$ cat src/rtl/mdio_pkg.sv
package mdio_pkg;
  // Register layout constants; bit 31 is the first bit on the line.
  localparam int FRAME_W = 32;
  localparam int DATA_W  = 16;
  localparam int OP_HI   = 29;            // opcode occupies [OP_HI:OP_HI-1]
  localparam logic [1:0] OP_RD = 2'b10;   // read opcode
  localparam int TA2_POS = 15;            // second turnaround bit, counted from the first frame bit
endpackage

$ cat src/rtl/mdio_clk_div.sv
module mdio_clk_div #(
  parameter int DIV_W = 8
) (
  input  logic             clk,
  input  logic             rst_n,
  input  logic             run,
  input  logic [DIV_W-1:0] div_act,
  output logic             mdc,
  output logic             rise_tick,
  output logic             fall_tick
);
  logic [DIV_W-1:0] cnt;
  logic             half_end;

  assign half_end  = (cnt == div_act - 1'b1);
  assign rise_tick = run & ~mdc & half_end;
  assign fall_tick = run &  mdc & half_end;

  always_ff @(posedge clk or negedge rst_n) begin
    if (!rst_n) begin
      cnt <= '0;
      mdc <= 1'b0;
    end else if (!run) begin
      cnt <= '0;
      mdc <= 1'b0;
    end else if (half_end) begin
      cnt <= '0;
      mdc <= ~mdc;
    end else begin
      cnt <= cnt + 1'b1;
    end
  end


  cnt_in_range_chk: assert property (@(posedge clk) disable iff (!rst_n)
    run |-> (cnt < div_act));


  idle_mdc_low_chk: assert property (@(posedge clk) disable iff (!rst_n)
    !run |-> !mdc);
endmodule

$ cat src/rtl/mdio_launch_ctl.sv
module mdio_launch_ctl #(
  parameter int DIV_W = 8
) (
  input  logic             clk,
  input  logic             rst_n,
  input  logic             frm_wr,
  input  logic             div_wr,
  input  logic [DIV_W-1:0] div_wdata,
  input  logic             busy,
  output logic             launch,
  output logic             load_frame,
  output logic [DIV_W-1:0] div_act
);
  logic [DIV_W-1:0] div_q;
  logic [DIV_W-1:0] div_next;
  logic             pend_q;
  logic             want;

  assign div_next   = div_wr ? div_wdata : div_q;
  assign want       = ~busy & (frm_wr | pend_q);
  assign launch     = want & (div_next != '0);
  assign load_frame = frm_wr & ~busy;

  always_ff @(posedge clk or negedge rst_n) begin
    if (!rst_n) begin
      div_q   <= '0;
      div_act <= '0;
      pend_q  <= 1'b0;
    end else begin
      div_q <= div_next;
      if (launch) begin
        div_act <= div_next;
        pend_q  <= 1'b0;
      end else if (want) begin
        pend_q  <= 1'b1;
      end
    end
  end


  zero_div_holds_chk: assert property (@(posedge clk) disable iff (!rst_n)
    (!busy && div_q == '0 && !div_wr) |=> !busy);


  div_act_frozen_chk: assert property (@(posedge clk) disable iff (!rst_n)
    (busy && $past(busy)) |-> $stable(div_act));
endmodule

$ cat src/rtl/mdio_frame_shift.sv
module mdio_frame_shift
  import mdio_pkg::*;
#(
  parameter int PRE_LEN = 32
) (
  input  logic               clk,
  input  logic               rst_n,
  input  logic               launch,
  input  logic               load_frame,
  input  logic [FRAME_W-1:0] wdata,
  input  logic               rise_tick,
  input  logic               fall_tick,
  input  logic               mdio_i,
  output logic               busy,
  output logic               done_evt,
  output logic [FRAME_W-1:0] frame_q,
  output logic               mdio_o,
  output logic               mdio_oe
);
  localparam int TOTAL = PRE_LEN + FRAME_W;
  localparam int IDX_W = $clog2(TOTAL);
  localparam logic [IDX_W-1:0] LAST_I = IDX_W'(TOTAL - 1);
  localparam logic [IDX_W-1:0] PRE_I  = IDX_W'(PRE_LEN);
  localparam logic [IDX_W-1:0] REL_I  = IDX_W'(PRE_LEN + TA2_POS);
  localparam logic [IDX_W-1:0] CAP_I  = IDX_W'(PRE_LEN + TA2_POS + 1);

  logic [IDX_W-1:0]   idx;
  logic               rd_op;
  logic [FRAME_W-1:0] shifted;

  assign rd_op    = (frame_q[OP_HI -: 2] == OP_RD);
  assign done_evt = busy & fall_tick & (idx == LAST_I);
  assign shifted  = frame_q >> (LAST_I - idx);

  always_comb begin
    if (!busy || idx < PRE_I) mdio_o = 1'b1;
    else                      mdio_o = shifted[0];
  end
  assign mdio_oe = busy & ~(rd_op & (idx >= REL_I));

  always_ff @(posedge clk or negedge rst_n) begin
    if (!rst_n) begin
      busy <= 1'b0;
      idx  <= '0;
    end else if (launch) begin
      busy <= 1'b1;
      idx  <= '0;
    end else if (busy && fall_tick) begin
      if (idx == LAST_I) busy <= 1'b0;
      else               idx  <= idx + 1'b1;
    end
  end

  // Frame register: deliberately left without a reset value.
  always_ff @(posedge clk) begin
    if (load_frame)
      frame_q <= wdata;
    else if (busy && rise_tick && rd_op && idx >= CAP_I)
      frame_q[DATA_W-1:0] <= {frame_q[DATA_W-2:0], mdio_i};
  end


  idx_monotonic_chk: assert property (@(posedge clk) disable iff (!rst_n)
    (busy && $past(busy)) |-> (idx >= $past(idx)));


  release_only_read_chk: assert property (@(posedge clk) disable iff (!rst_n)
    (busy && !mdio_oe) |-> rd_op);


  write_drives_chk: assert property (@(posedge clk) disable iff (!rst_n)
    (busy && !rd_op) |-> mdio_oe);
endmodule

$ cat src/rtl/mdio_frame_engine.sv
module mdio_frame_engine
  import mdio_pkg::*;
#(
  parameter int DIV_W   = 8,
  parameter int PRE_LEN = 32
) (
  input  logic               clk,
  input  logic               rst_n,
  input  logic               frm_wr,
  input  logic [FRAME_W-1:0] frm_wdata,
  output logic [FRAME_W-1:0] frm_rdata,
  input  logic               div_wr,
  input  logic [DIV_W-1:0]   div_wdata,
  input  logic               done_clr,
  output logic               done_pulse,
  output logic               done_flag,
  output logic               mdc,
  output logic               mdio_o,
  output logic               mdio_oe,
  input  logic               mdio_i
);
  logic             busy;
  logic             launch;
  logic             load_frame;
  logic [DIV_W-1:0] div_act;
  logic             rise_tick;
  logic             fall_tick;
  logic             done_evt;

  mdio_launch_ctl #(.DIV_W(DIV_W)) u_ctl (
    .clk(clk), .rst_n(rst_n), .frm_wr(frm_wr), .div_wr(div_wr),
    .div_wdata(div_wdata), .busy(busy), .launch(launch),
    .load_frame(load_frame), .div_act(div_act)
  );

  mdio_clk_div #(.DIV_W(DIV_W)) u_div (
    .clk(clk), .rst_n(rst_n), .run(busy), .div_act(div_act),
    .mdc(mdc), .rise_tick(rise_tick), .fall_tick(fall_tick)
  );

  mdio_frame_shift #(.PRE_LEN(PRE_LEN)) u_shift (
    .clk(clk), .rst_n(rst_n), .launch(launch), .load_frame(load_frame),
    .wdata(frm_wdata), .rise_tick(rise_tick), .fall_tick(fall_tick),
    .mdio_i(mdio_i), .busy(busy), .done_evt(done_evt), .frame_q(frm_rdata),
    .mdio_o(mdio_o), .mdio_oe(mdio_oe)
  );

  always_ff @(posedge clk or negedge rst_n) begin
    if (!rst_n) begin
      done_pulse <= 1'b0;
      done_flag  <= 1'b0;
    end else begin
      done_pulse <= done_evt;
      if (done_evt)      done_flag <= 1'b1;
      else if (done_clr) done_flag <= 1'b0;
    end
  end


  pulse_single_chk: assert property (@(posedge clk) disable iff (!rst_n)
    done_pulse |=> !done_pulse);


  pulse_sets_flag_chk: assert property (@(posedge clk) disable iff (!rst_n)
    done_pulse |-> done_flag);


  busy_write_ignored_chk: assert property (@(posedge clk) disable iff (!rst_n)
    (busy && frm_wr) |=> (frm_rdata[FRAME_W-1:DATA_W] == $past(frm_rdata[FRAME_W-1:DATA_W])));
endmodule

$ cat config.mk
export PLATFORM = sky130hd
export DESIGN_NAME = mdio_frame_engine
export DESIGN_NICKNAME = d
export VERILOG_FILES = /design/src/rtl/mdio_pkg.sv /design/src/rtl/mdio_clk_div.sv /design/src/rtl/mdio_launch_ctl.sv /design/src/rtl/mdio_frame_shift.sv /design/src/rtl/mdio_frame_engine.sv
export SDC_FILE = /design/constraint.sdc
export NUM_CORES = 1
export LEC_CHECK = 0
export ABC_AREA = 1
export CORE_MARGIN = 2
export CORE_UTILIZATION = 40
export CTS_CLUSTER_SIZE = 14
export DETAILED_ROUTE_END_ITERATION = 16
export GPL_TIMING_DRIVEN = 0
export PLACE_DENSITY_LB_ADDON = 0.2
export SYNTH_ARGS = -nofsm -noshare
export SYNTH_HDL_FRONTEND = slang
export SYNTH_SLANG_ARGS = --single-unit
$ cat constraint.sdc
create_clock -name clk -period 4.4 [get_ports clk]
set_clock_uncertainty 0.05 [all_clocks]
set_input_delay 1.1 -clock clk [delete_from_list [all_inputs] [get_ports clk]]
set_output_delay 1.1 -clock clk [all_outputs]
set_load 0.02 [all_outputs]
==> flow_metrics.env <==
export IMPL_status="finished, final reports clean"
export IMPL_postRouteWirelength_um=8130
export IMPL_dieWidth_um=96.1
export IMPL_grt_pass1_wl_um=13800
export IMPL_cp_max_fo=10
export IMPL_dpl_worst_slack_ns=0.794
export IMPL_htreeDepth=3
export IMPL_cts_hold_buf=0
export IMPL_num_rows=33
export IMPL_grt_overflow=0
export IMPL_clock_path_buffers=2
export IMPL_cts_tree="built"
export IMPL_post_cts_setup_buffer_count=0
export IMPL_area_growth_syn_to_layout_pct=33.8
export IMPL_synth_nets=445
export IMPL_synth_ff_type="dfrtp_1"
export IMPL_clock_latency_ns=0.35
export IMPL_p_sw_share_pct=29.5
export IMPL_cp_common_cell="nand3_1"
export IMPL_start_util_pct=41.3
export IMPL_portBuffers=82
export IMPL_maxUsedRoutingLayer="met4"
export IMPL_gp_congestion=0.817
export IMPL_grt_max_degree=36
export IMPL_hold_path_class="register to register"
export IMPL_p_per_area_nw_per_um2=350
export IMPL_clkPwrFrac_pct=32.2
export IMPL_max_cap_violations=0
export IMPL_drv_slew=0
export IMPL_power_switching_uw=468
export IMPL_num_vias=2915
export IMPL_dp_hpwl_um=6010
export IMPL_cts_resized=0
export IMPL_dr_wl_met3_um=609
export IMPL_synth_top_area_cell="edfxtp_1"
export IMPL_dr_pass1_iters=4
export IMPL_crit_chain="clkbuf_1, clkbuf_1, o21ai_0, o221ai_1, nand3_1, nand3_1, nand2_1, nand3_1, clkdlybuf4s50_1"
export IMPL_ant_nets=0
export IMPL_wl_met2_um=3800
export IMPL_ir_drop_mv=0.170
export IMPL_finalSetupViolCount=0
export IMPL_drive_above_1_share_pct=6.46
export IMPL_synth_top_cell_area_share_pct=28.3
export IMPL_yosys_area_share_simple_pct=24.8
export IMPL_seq_power_share_pct=47.9
export IMPL_chipHeight_um=96.1
export IMPL_synth_area_mux_share_pct=0
export IMPL_post_route_min_period_ns=3.89
export IMPL_netlist_cell_type_count=30
export IMPL_cp_slowest_stage_delay_ns=0.62
export IMPL_route_detailed_drc=0
export IMPL_grt_usage_pct=19.5
export IMPL_cp_start_kind="register"
export IMPL_synth_compound_area_share_pct=9.33
export IMPL_io_pins=83
export IMPL_cp_top_family="buffers and inverters"
export IMPL_synth_cells=396
export IMPL_die_area_um2=9230
export IMPL_slowest_stage="clkdlybuf4s50_1"
export IMPL_critPathRequiredTime_ns=3.25
export IMPL_numCtsBuffers=9
export IMPL_synth_edf_count=32
export IMPL_clkTransAtPathRegs_ns=0.07
export IMPL_yosysMostFrequentCell="nand2_1"
export IMPL_power_frac_comb_pct=19.9
export IMPL_vias_per_cell=4.86
export IMPL_yosys_top_cells_count="108 x nand2_1, 45 x inv_1, 35 x dfrtp_1, 34 x o21ai_0"
export IMPL_yosys_warnings=0
export IMPL_cts_root_buffer="clkbuf_8"
export IMPL_synth_xor_area_share_pct=3.61
export IMPL_syn_area_um2=3390
export IMPL_power_leakage_uw=0.00188
export IMPL_cp_arrival_ns=2.74
export IMPL_numClockSinks=67
export IMPL_critPathCaptureType="output port"
export IMPL_synthAdderAreaFrac_pct=1.11
export IMPL_n_antenna_cell=0
export IMPL_slew_headroom_pct=17.5
export IMPL_synth_top_family_by_area="simple AND/OR/NAND/NOR gates"
export IMPL_rsz0062_at_grt="no"
export IMPL_fmax_mhz=257
export IMPL_synth_seq_area_share_pct=54.1
export IMPL_ys_ff_latch=67
export IMPL_coreArea_um2=8220
export IMPL_antenna_found_initial=0
export IMPL_cp_num_buf_inv=3
export IMPL_synth_area_top_cells="edfxtp_1 28%, dfrtp_1 26%, nand2_1 12%, o21ai_0 5.0%, inv_1 5.0%"
export IMPL_drt_iter0_markers=101
export IMPL_synth_avg_cell_area_um2=8.57
export IMPL_final_setup_tns_ns=0
export IMPL_routedWlPerCell_um=13.6
export IMPL_met1_length_um=3570
export IMPL_worst_slew_pin_slew_ns=1.24
export IMPL_first_global_vias=3091
export IMPL_finalHoldViolCount=0
export IMPL_path_class="register to output port"
export IMPL_async_reset_ff_share_pct=52.2
export IMPL_fin_ws_ns=0.513
export IMPL_internal_power_uw=1120
export IMPL_fin_nets=539
export IMPL_fin_crit_sh_pct=88.4
## metrics by stage
stage | hold slack, ns | util, % | area (µm²) | instances | total power (µW)
3_3_place_gp | 0.430 | 52.9 | 4340 | 583 | 1080
6_report | 0.449 | 55.2 | 4540 | 600 | 1590
2_1_floorplan | 0.401 | - | 3390 | 396 | 983
4_1_cts | 0.460 | 55.2 | 4540 | 600 | 1600
5_1_grt | 0.490 | 55.2 | 4540 | 600 | 1690
3_5_place_dp | 0.440 | 52.9 | 4350 | 584 | 1090
## worst paths after layout
path,from,to,slack [ns],cells past startpoint
hold reg to reg,u_ctl.div_q[1],u_ctl.div_q[1],0.45,2
setup reg to reg,u_ctl.div_act[0],u_shift.frame_q[9],1.21,11
max in group asynchronous,rst_n,u_div.cnt[4],3.02,1
hold / removal,u_ctl.div_q[1],u_ctl.div_q[1],0.45,2
setup / recovery,u_shift.idx[0],mdio_o,0.51,9
min in group asynchronous,rst_n,done_flag,0.78,1
## registers in the layout (all words and copies together), names as in the netlist
register,cells
u_ctl.div_q,8
u_ctl.pend_q,1
u_ctl.div_act,8
done_flag,1
u_div.cnt,8
done_pulse,1
u_div.mdc,1
u_shift.busy,1
u_shift.frame_q,32
u_shift.idx,6
## worst register-to-register path, delay by kind of cell, from the launching register on
kind | cells | cell delay [ns]
simple gates | 7 | 1.02
buf+inv | 2 | 0.40
fa+ha+maj | 1 | 0.28
flops | 1 | 0.41
compound gates | 1 | 0.72
## kinds of logic after synthesis
| kind of cell | after synthesis |
|---|---|
| buf+inv | 59 |
| xor+xnor | 14 |
| simple gates | 195 |
| fa+ha+maj | 3 |
| flops | 67 |
| compound gates | 58 |
## power groups by stage
stage / clock network [µW] / registers, µW / logic [µW]
global placement: 0 / 773 / 310
CTS: 523 / 762 / 319
global route: 553 / 769 / 371
floorplan: 0 / 764 / 219
finish: 510 / 760 / 316
detailed placement: 0 / 775 / 317
## metal layers
layer  up-vias  GRT usage (%)
met5         -              0
met4         0           9.17
met3        14           5.95
met2        84           32.3
met1      1335           23.0
li1       1482              -
## area by class of cell
class / count / area, µm²
fill: 736 / 3680
buffer: 13 / 65.1
sequential: 67 / 1840
multi-input combinational: 270 / 1320
tap: 105 / 131
clock inverter: 7 / 67.6
timing repair buffer: 83 / 823
inverter: 46 / 173
clock buffer: 9 / 124
## layout by cell type (no fill, tap or decap), types with 5 or more instances in the layout
cell,n
nand2_1,108
clkbuf_8,9
nand4_1,7
xnor2_1,5
clkdlybuf4s50_1,81
dfrtp_1,35
o21ai_0,33
o21ai_1,5
nor2_1,32
a21oi_1,11
xor2_1,9
inv_1,45
edfxtp_1,32
nand3_1,29
clkbuf_1,10
No activity file was read; power rests on OpenSTA's default activity.
